### src/rtl/txq_lowmark.sv
module txq_lowmark #(
  parameter int DEPTH = 8,
  parameter int DW    = 8,
  parameter int RW    = 8
) (
  input  logic          clk,
  input  logic          rst_n,
  input  logic          reg_sel,
  input  logic          reg_wr,
  input  logic [RW-1:0] reg_wdata,
  output logic [RW-1:0] reg_rdata,
  input  logic          push_valid,
  input  logic [DW-1:0] push_data,
  input  logic          pop_req,
  output logic [DW-1:0] pop_data,
  output logic          pop_valid,
  input  logic          tx_en,
  input  logic          irq_en,
  input  logic          dma_sel,
  output logic          irq_req,
  output logic          dma_req,
  output logic          overflow
);
  localparam int PW = (DEPTH > 1) ? $clog2(DEPTH) : 1;
  localparam int CW = $clog2(DEPTH + 1);

  logic [DW-1:0] mem [DEPTH];
  logic [PW-1:0] wp, rp;
  logic [CW-1:0] cnt;
  logic [RW-1:0] thr;
  logic          flag, ovf;

  wire full      = (cnt == CW'(DEPTH));
  wire pop_fire  = pop_req && (cnt != '0);
  wire push_fire = push_valid && (!full || pop_fire);
  wire push_drop = push_valid && !push_fire;
  wire thr_we    = reg_wr && !reg_sel && !tx_en;
  wire [CW-1:0] cnt_nx = cnt + CW'(push_fire) - CW'(pop_fire);
  wire at_or_below = int'(cnt_nx) <= int'(thr);

  function automatic logic [PW-1:0] bump(input logic [PW-1:0] p);
    return (p == PW'(DEPTH - 1)) ? '0 : p + 1'b1;
  endfunction

  always_ff @(posedge clk)
    if (push_fire) mem[wp] <= push_data;

  always_ff @(posedge clk or negedge rst_n) begin
    if (!rst_n) begin
      wp   <= '0;
      rp   <= '0;
      cnt  <= '0;
      thr  <= '0;
      flag <= 1'b1;
      ovf  <= 1'b0;
    end else begin
      if (push_fire) wp <= bump(wp);
      if (pop_fire)  rp <= bump(rp);
      cnt <= cnt_nx;
      if (thr_we)    thr <= reg_wdata;
      if (push_drop) ovf <= 1'b1;
      if (pop_fire && !push_fire && at_or_below)      flag <= 1'b1;
      else if (push_fire && !pop_fire && !at_or_below) flag <= 1'b0;
    end
  end

  assign reg_rdata = reg_sel ? RW'(cnt) : thr;
  assign pop_data  = mem[rp];
  assign pop_valid = (cnt != '0);
  assign dma_req   = flag && dma_sel;
  assign irq_req   = flag && irq_en && !dma_sel;
  assign overflow  = ovf;
endmodule


### config.mk
export PLATFORM = sky130hd
export DESIGN_NAME = txq_lowmark
export DESIGN_NICKNAME = d
export VERILOG_FILES = /design/src/rtl/txq_lowmark.sv
export SDC_FILE = /design/constraint.sdc
export NUM_CORES = 1
export LEC_CHECK = 0
export ABC_AREA = 0
export BUFFER_PORTS_ARGS = -buffer_cell sky130_fd_sc_hd__buf_4
export CORE_UTILIZATION = 52
export DETAILED_ROUTE_END_ITERATION = 10
export PLACE_DENSITY_LB_ADDON = 0.15
export RECOVER_POWER = 50
export SLEW_MARGIN = 30
export SYNTH_ARGS = -nofsm -noshare
export SYNTH_HDL_FRONTEND = slang
export SYNTH_SLANG_ARGS = --single-unit
### constraint.sdc
create_clock -name clk -period 3.09 [get_ports clk]
set_clock_uncertainty 0.2 [all_clocks]
set_input_delay 0.7725 -clock clk [delete_from_list [all_inputs] [get_ports clk]]
set_output_delay 0.7725 -clock clk [all_outputs]
set_load 0.05 [all_outputs]
# After elaboration in Yosys (flattened, before gate mapping)
# Memory sizes are Yosys's and may differ from the RTL's.
# Cells that the tools add are included.
[totals] reg_bits=20 latch_bits=0 ramBits=64 rom_bits=0 input_bits=25 out_inout_bits=20 elab_cells=44 memories=1
[op_classes] add_sub_neg=4 multipliers=0 div=0 order_cmp=1 n_eq_ne=3 shift=0 n_mux=7 bitwise=0 reduce_logical=22
[memory_table] name="mem" depth=8 word_bits=8 read_ports=1 rd_ports_with_merged_regs=0 wr=1 line="27" source="logic [DW-1:0] mem [DEPTH];"
[ops] cell="1-bit logical AND" count=12
[ops] cell="4-bit by 8-bit less-or-equal comparator with 1-bit output" count=1
[ops] cell="8-bit two-way mux" count=1
[ops] cell="1-bit logical NOT" count=7
[ops] cell="3-bit by 1-bit adder with 3-bit output (second input constant)" count=2
[ops] cell="3-bit equality test (second input constant)" count=2
[ops] cell="3-bit two-way mux" count=2
[ops] cell="4-bit by 1-bit adder with 4-bit output" count=1
[ops] cell="4-bit equality test (second input constant)" count=1
[ops] cell="1-bit two-way mux" count=4
[ops] cell="4-bit nonzero test" count=1
[ops] cell="4-bit by 1-bit subtractor with 4-bit output" count=1
[ops] cell="2-bit nonzero test" count=1
[ops] cell="1-bit logical OR" count=1

# Longest topological paths before layout
# Gate-level depths: netlist of run 1.
[logic_depth] word_depth=11 mapped_depth=15 ltp_nobuf=15

# Worst setup path after synthesis of run 1
# No wires, ideal clock.
[synth_path] kind="reg-to-reg" start="register cnt[2]" end="register flag" setup_ns=0.082 arrival_time_ns=2.988 required_time_ns=2.808 path_slack_ns=-0.180 path_stages_with_launch=15 path_buffers=0 synth_period_minus_slack_ns=3.270 path_cell_list="dfrtp_1 -> inv_1 -> ha_1 -> or3b_2 -> nand2_2 -> ha_1 -> inv_1 -> ha_1 -> inv_1 -> fa_1 -> inv_1 -> ha_1 -> a21oi_1 -> o21ai_0 -> a22oi_1"
[synth_via] elab_chain_len=10 elab_cells_between_ends=18 classes_between="2 x add/sub; 1 x order compare; 1 x eq/ne; 1 x mux; 13 x reduce/logical"
[synth_rtl] element="from (decl)" line="29" source="logic [CW-1:0] cnt;"
[synth_rtl] element="from (signal assigned)" line="59" source="cnt <= cnt_nx;"
[synth_rtl] element="4-bit nonzero test (*)"
[synth_rtl] element="via pop_valid" line="16" source="output logic pop_valid,"
[synth_rtl] element="1-bit logical AND (*)" line="34" source="wire pop_fire = pop_req && (cnt != '0);"
[synth_rtl] element="1-bit logical OR" line="35" source="wire push_fire = push_valid && (!full || pop_fire);"
[synth_rtl] element="1-bit logical AND" line="35"
[synth_rtl] element="4-bit by 1-bit adder with 4-bit output" line="38" source="wire [CW-1:0] cnt_nx = cnt + CW'(push_fire) - CW'(pop_fire);"
[synth_rtl] element="4-bit by 1-bit subtractor with 4-bit output (*)" line="38"
[synth_rtl] element="via cnt_nx[1]" line="38"
[synth_rtl] element="4-bit by 8-bit less-or-equal comparator with 1-bit output (*)" line="39" source="wire at_or_below = int'(cnt_nx) <= int'(thr);"
[synth_rtl] element="1-bit logical NOT" line="63" source="else if (push_fire && !pop_fire && !at_or_below) flag <= 1'b0;"
[synth_rtl] element="1-bit logical AND" line="63"
[synth_rtl] element="2-bit nonzero test (no source line)"
[synth_rtl] element="to (signal assigned)" line="54" source="flag <= 1'b1;"
[synth_rtl] element="to (signal assigned)" line="62" source="if (pop_fire && !push_fire && at_or_below) flag <= 1'b1;"
[synth_rtl] element="to (signal assigned)" line="63"
[synth_rtl] element="to (decl)" line="31" source="logic flag, ovf;"
# The timed path passes the listed nets; every way through them passes the cells marked *.
# A chain may end at the register's enable or synchronous reset.

# Final worst setup path of run 1
[layout_path] start="register cnt[2]" end="register flag"
[layout_via] elab_chain_len=10 elab_cells_between_ends=18 classes_between="2 x add/sub; 1 x order compare; 1 x eq/ne; 1 x mux; 13 x reduce/logical"
[layout_rtl] element="4-bit equality test / 4-bit nonzero test (equally long branches)" line="33, 34"
[layout_rtl] element="1-bit logical NOT / 1-bit logical AND (equally long branches)" line="35, 34"
[layout_rtl] element="1-bit logical OR (*)" line="35"
[layout_rtl] element="1-bit logical AND (*)" line="35"
[layout_rtl] element="via push_fire" line="35"
[layout_rtl] element="4-bit by 1-bit adder with 4-bit output (*)" line="38"
[layout_rtl] element="4-bit by 1-bit subtractor with 4-bit output (*)" line="38"
[layout_rtl] element="via cnt_nx[1]" line="38"
[layout_rtl] element="4-bit by 8-bit less-or-equal comparator with 1-bit output (*)" line="39"
[layout_rtl] element="1-bit logical NOT" line="63"
[layout_rtl] element="1-bit logical AND" line="63"
[layout_rtl] element="2-bit nonzero test (no source line)"
# Marks and branches as above.

==> results of run 1 <==
==> cell type report <==
class | instances | area (µm²) | area share (%)
sequential | 84 | 2420 | 53.9
clock buffer | 9 | 124 | 2.75
inverter | 15 | 56.3 | 1.25
timing repair buffer | 67 | 474 | 10.5
multi-input combinational | 111 | 1230 | 27.3
tap | 96 | 120 | 2.67
clock inverter | 7 | 72.6 | 1.61
==> routing by layer <==
metal / part of all wire, % / GRT usage (%)
met4: 1.4 / 9.24
met3: 3.3 / 3.90
met5: 0 / 0
met2: 52 / 33.0
met1: 44 / 27.6
==> kinds of logic after synthesis <==
| group | Yosys count | share of synthesized area [%] |
|---|---|---|
| fa+ha+maj | 15 | 5.30 |
| mux | 31 | 16.0 |
| simple gates | 43 | 5.71 |
| xor+xnor | 2 | 0.475 |
| flops | 84 | 65.8 |
| compound gates | 20 | 3.80 |
| buf+inv | 22 | 2.95 |
==> repair_timing <==
item / CTS / global route
endpoints found under the setup margin: 1 / 58
setup buffers: 6 / 1
resized for setup: 9 / 13
pin swaps: 5 / 8
==> power by group <==
group,leakage (nW),switching (mW),internal [mW],total [mW]
registers,0.818,0.198,1.45,1.64
logic,0.848,1.13,0.946,2.08
clock network,0.0976,0.394,0.376,0.770
==> path summary, 6_finish.rpt <==
path                           from  endpoint  slack [ns]  depth (start not counted)
max                          cnt[2]      flag       -0.06                         16
max in group asynchronous     rst_n     rp[1]        1.47                          1
max reg2reg                  cnt[2]      flag       -0.06                         16
min reg2reg                overflow  overflow        0.29                          1
min in group asynchronous     rst_n    thr[3]        0.43                          1
min                        overflow  overflow        0.29                          1
==> worst reg2reg max path, stage by stage, from the launching register on <==
cell and delay, ns:
dfrtp_1 0.41, inv_2 0.07, buf_6 0.10, ha_4 0.13
inv_2 0.04, o41ai_4 0.34, inv_1 0.10, ha_1 0.29
inv_1 0.06, ha_2 0.16, inv_1 0.05, fa_2 0.53
inv_2 0.05, ha_4 0.21, a21oi_1 0.12, o21ai_1 0.07
a22oi_1 0.15
==> sequential cells by signal, indices dropped and copies added, names as in the netlist <==
| register | cells |
|---|---|
| mem | 64 |
| thr | 8 |
| rp | 3 |
| wp | 3 |
| flag | 1 |
| cnt | 4 |
| overflow | 1 |
==> cells in the final DEF, fill, tap and decap left out, drive strengths merged, types with 2 or more instances in the layout <==
master   n
edfxtp  64
dfrtp   19
buf     55
inv     17
clkbuf  21
nand2   17
a21o     2
clkinv   3
ha      14
mux4    16
nand2b   5
a21oi    3
nor2     8
nor2b    5
nor3     3
o21ai   11
mux2    15
==> results_dict.tcl, run 1 <==
set metrics [dict create \
    cts_tree "yes" \
    ant_nets 0 \
    critical_path.startpoint_type "register" \
    layout_worst_path_cycle_share_pct 102 \
    vias 2048 \
    ctsHoldBuffers 0 \
    yosysSeqAreaShare_pct 65.8 \
    clkSlewWorstSetupHoldPaths_ns 0.09 \
    synth_cell_types 36 \
    fillCellCount 508 \
    core_area_um2 6830 \
    die_y_um 86.2 \
    crit_family "adder cells" \
    clock_sinks 84 \
    slowest_delay_ns 0.52 \
    pin_count 45 \
    wl_per_cell_um 17.1 \
    avgViaCountPerCell 5.26 \
    fmax_mhz 317 \
    port_buffers 44 \
    cts_buffers 9 \
    dp_cells 366 \
    synth_top_area_share_pct 52.2 \
    yosys_warnings 0 \
    maxCapViolCount 0 \
    antenna_cells 0 \
    dp_slack_ns -0.312 \
    status "complete, but fails checks" \
    synth_top_area_cell "edfxtp_1" \
    drive_gt1_share_pct 39.6 \
    fin_tns_setup_ns -0.0601 \
    setup_viol 1 \
    drt_iter0_drc 80 \
    finalNonFillerCells 389 \
    rsz0062_at_grt "yes" \
    cts-root-buf "clkbuf_8" \
    violations "setup timing" \
    antenna_found_initial 0 \
    slew_violations 0 \
    async_reset_ff_share_pct 23.8 \
    syn_inst 217 \
    worst_slack_ns -0.0601 \
    finalCriticalPeriod_ns 3.15 \
    worstSetupPathType "register to register" \
    dpl.hpwl_um 4370 \
    arrival_ns 3.23 \
    setup.worst_path.end_class "register" \
    ys_top_cells_by_count "edfxtp_1, dfrtp_1, nand2_1, inv_1, ha_1" \
    synth-main-ff-cell "edfxtp_1" \
    clk_latency_ns 0.35 \
    cp_data_required_time_ns 3.17 \
    syn_avg_cell_area_um2 17.0 \
    routed_wl_um 6660 \
    total_power_mw 4.49 \
    start_util_pct 53.9 \
    worstMarginPinSlew_ns 1.17 \
    syn2layout_area_growth_pct 22.1 \
    synth_area_um2 3680 \
    grt_pass1_vias 2101 \
    crit_fanout 2 \
    final_core_util_pct 65.8 \
    grt_overflow_total 0 \
    drc 0 \
    num_rows 30 \
    h-tree-depth 3 \
    hold_viol_final 0 \
    path_buf_inv 7 \
    cellLeakagePower_nw 1.76 \
    clockBufferDepth 2 \
    powerDensity_nw_per_um2 999 \
    final_nets 328 \
    hold_path_class "register to register" \
    grt_start_max_net_pins 21 \
    relSlewSlack_pct 22.2 \
    place_congestion 0.781 \
    final_area_um2 4500 \
    die_area_um2 7430 \
    path_cells "inv_2, buf_6, ha_4, inv_2, o41ai_4, inv_1, ha_1, inv_1, ha_2, inv_1, fa_2, inv_2, ha_4, a21oi_1, o21ai_1, a22oi_1" \
    die_w_um 86.2 \
    dpl_cell_area_um2 4220 \
    dr.pass1.iters 4 \
    synth-edff-count 64 \
    cp_slowest_cell "fa_2" \
    grt_pass1_wl_um 10900 \
    ys_ff_latch 84 \
    track_usage_pct 20.5 \
    synth_fp_nets 257 \
    ir_drop_mv 0.593 \
    fin_hold_ws_ns 0.289 \
    synth.most_common_cell "edfxtp_1" \
    ys_top_cells_by_area "edfxtp_1, dfrtp_1, mux4_1, mux4_2, ha_1" \
]
No activity file was read; power rests on OpenSTA's default activity.
==> run 2: changes to the inputs <==
--- a/config.mk
+++ b/config.mk
@@ -7,8 +7,9 @@
 export LEC_CHECK = 0
 export ABC_AREA = 0
 export BUFFER_PORTS_ARGS = -buffer_cell sky130_fd_sc_hd__buf_4
-export CORE_UTILIZATION = 52
+export CORE_UTILIZATION = 55
 export DETAILED_ROUTE_END_ITERATION = 10
+export GPL_TIMING_DRIVEN = 0
 export PLACE_DENSITY_LB_ADDON = 0.15
 export RECOVER_POWER = 50
 export SLEW_MARGIN = 30
==> constraint.sdc (replaced) <==
create_clock -name clk -period 3.03 [get_ports clk]
set_clock_uncertainty 0.2 [all_clocks]
set_input_delay 0.7575 -clock clk [delete_from_list [all_inputs] [get_ports clk]]
set_output_delay 0.7575 -clock clk [all_outputs]
set_load 0.05 [all_outputs]
==> run 2 against run 1 <==
Against the previous run:
- global-route usage grew 0.86 points
- the run ends with DRC, setup timing left
- fmax shrank 4.2%
- highest routed layer unchanged
- sequential share of layout area shrank 1.8 points
==> results_dict.tcl, run 2 (synthesis gave the netlist of run 1 again) <==
set metrics [dict create \
    status "complete, but fails checks" \
    violations "DRC, setup timing" \
    reg_top3 "mem (64), thr (8), cnt (4)" \
    critical_path.startpoint_type "register" \
    setup_viol 21 \
    regMostFlops "mem" \
    layout_commonest_cell "edfxtp_1" \
    crit_fanout 3 \
    hold_viol_final 0 \
    dr.pass1.iters 7 \
    clockBufferDepth 2 \
    worstMarginPinSlew_ns 1.14 \
    grt_pass1_vias 2072 \
    drc 4 \
    ant_nets 0 \
    setup.worst_path.end_class "register" \
    antenna_found_initial 0 \
    pin_count 45 \
    clk_latency_ns 0.35 \
    antenna_cells 0 \
    syn2layout_area_growth_pct 26.3 \
    num_rows 29 \
    crit_start "cnt[2]" \
    routed_wl_um 7640 \
    finalCriticalPeriod_ns 3.29 \
    core_area_um2 6420 \
    drive_gt1_share_pct 44.0 \
    maxCapViolCount 0 \
    cts_tree "yes" \
    dp_slack_ns -0.575 \
    largest_reg_flops 64 \
    track_usage_pct 21.4 \
    worstSetupPathType "register to register" \
    ctsHoldBuffers 0 \
    min-delay-start "overflow" \
    dpl_cell_area_um2 4130 \
    clock_sinks 84 \
    die_y_um 83.9 \
    relSlewSlack_pct 23.8 \
    grt_start_max_net_pins 21 \
    rsz0062_at_grt "yes" \
    worst_slack_ns -0.260 \
    drt_iter0_drc 108 \
    cts_buffers 9 \
    layout_worst_path_cycle_share_pct 109 \
    hold_path_class "register to register" \
    cp_data_required_time_ns 3.11 \
    fillCellCount 388 \
    grt_overflow_total 0 \
    final_area_um2 4650 \
    wl_per_cell_um 20.4 \
    clkSlewWorstSetupHoldPaths_ns 0.09 \
    fmax_mhz 304 \
    h-tree-depth 3 \
    ir_drop_mv 0.847 \
    port_buffers 44 \
    arrival_ns 3.37 \
    start_util_pct 57.4 \
    vias 2146 \
    final_nets 333 \
    total_power_mw 4.93 \
    place_congestion 0.702 \
    slew_violations 0 \
    die_area_um2 7030 \
    layout_common_cells "edfxtp_1, buf_4, dfrtp_1" \
    dpl.hpwl_um 4320 \
    avgViaCountPerCell 5.72 \
    grt_pass1_wl_um 10800 \
    powerDensity_nw_per_um2 1060 \
    cellLeakagePower_nw 1.81 \
    die_w_um 83.9 \
    cts-root-buf "clkbuf_8" \
    reg2reg_from "cnt[2]" \
]
## run 2: changes by cell type in the layout (fill, tap and decap cells not counted), sizes merged
cell / before / now
clkbuf: 21 / 22
clkinv: 3 / 5
bufinv: 1 / 0
buf: 55 / 59
inv: 17 / 16
## run 2: final cells by class
cell class / count / area (µm²) / area share [%]
timing repair buffer: 66 / 510 / 11.0
clock buffer: 9 / 124 / 2.66
buffer: 6 / 50.0 / 1.08
multi-input combinational: 111 / 1340 / 28.8
inverter: 15 / 56.3 / 1.21
tap: 77 / 96.3 / 2.07
sequential: 84 / 2420 / 52.1
clock inverter: 7 / 52.6 / 1.13
## run 2: report_power, final
group          internal, mW  leakage, nW  switching, mW
registers              1.47        0.818          0.180
logic                  1.20        0.904           1.36
clock network         0.302       0.0864          0.415
total                  2.97         1.81           1.96
## run 2: timing repair
item                       4_1_cts  5_1_grt
buffers inserted                12       10
setup endpoints to repair        9       62
pin swaps                        7       12
gates resized for setup         16       29
## run 2: worst paths after layout
check                            to  slack [ns]  cells past startpoint
min in group asynchronous    thr[7]        0.40                      1
setup / recovery               flag       -0.26                     16
hold reg to reg            overflow        0.32                      1
setup reg to reg               flag       -0.26                     16
hold / removal             overflow        0.32                      1
max in group asynchronous     rp[1]        1.47                      1
## run 2: critical path: stages, from the launching register on
cell and delay, ns:
dfrtp_1 0.41, inv_2 0.09, buf_6 0.10, ha_4 0.13
inv_2 0.05, o41ai_4 0.38, inv_2 0.11, ha_4 0.29
inv_2 0.04, ha_4 0.15, a21o_1 0.16, a21oi_2 0.17
xor2_2 0.23, ha_4 0.25, a21oi_2 0.15, o21ai_1 0.11
a22oi_1 0.19
## run 2: layer usage
layer,vias up,part of all wire [%],track usage [%]
li1,982,-,-
met1,1101,41,29.8
met2,52,52,33.8
met3,11,4.6,4.35
met4,0,1.5,7.99
met5,-,0,0
## run 2: metrics by stage
stage	TNS (ns)	cells	utilization [%]	hold WS [ns]
2_1_floorplan	-0.192	217	-	0.262
3_3_place_gp	-1.82	338	64.1	0.256
3_5_place_dp	-0.575	338	64.3	0.281
4_1_cts	-0.0957	365	69.4	0.0698
5_1_grt	-2.88	375	72.5	0.333
6_report	-0.831	375	72.5	0.319
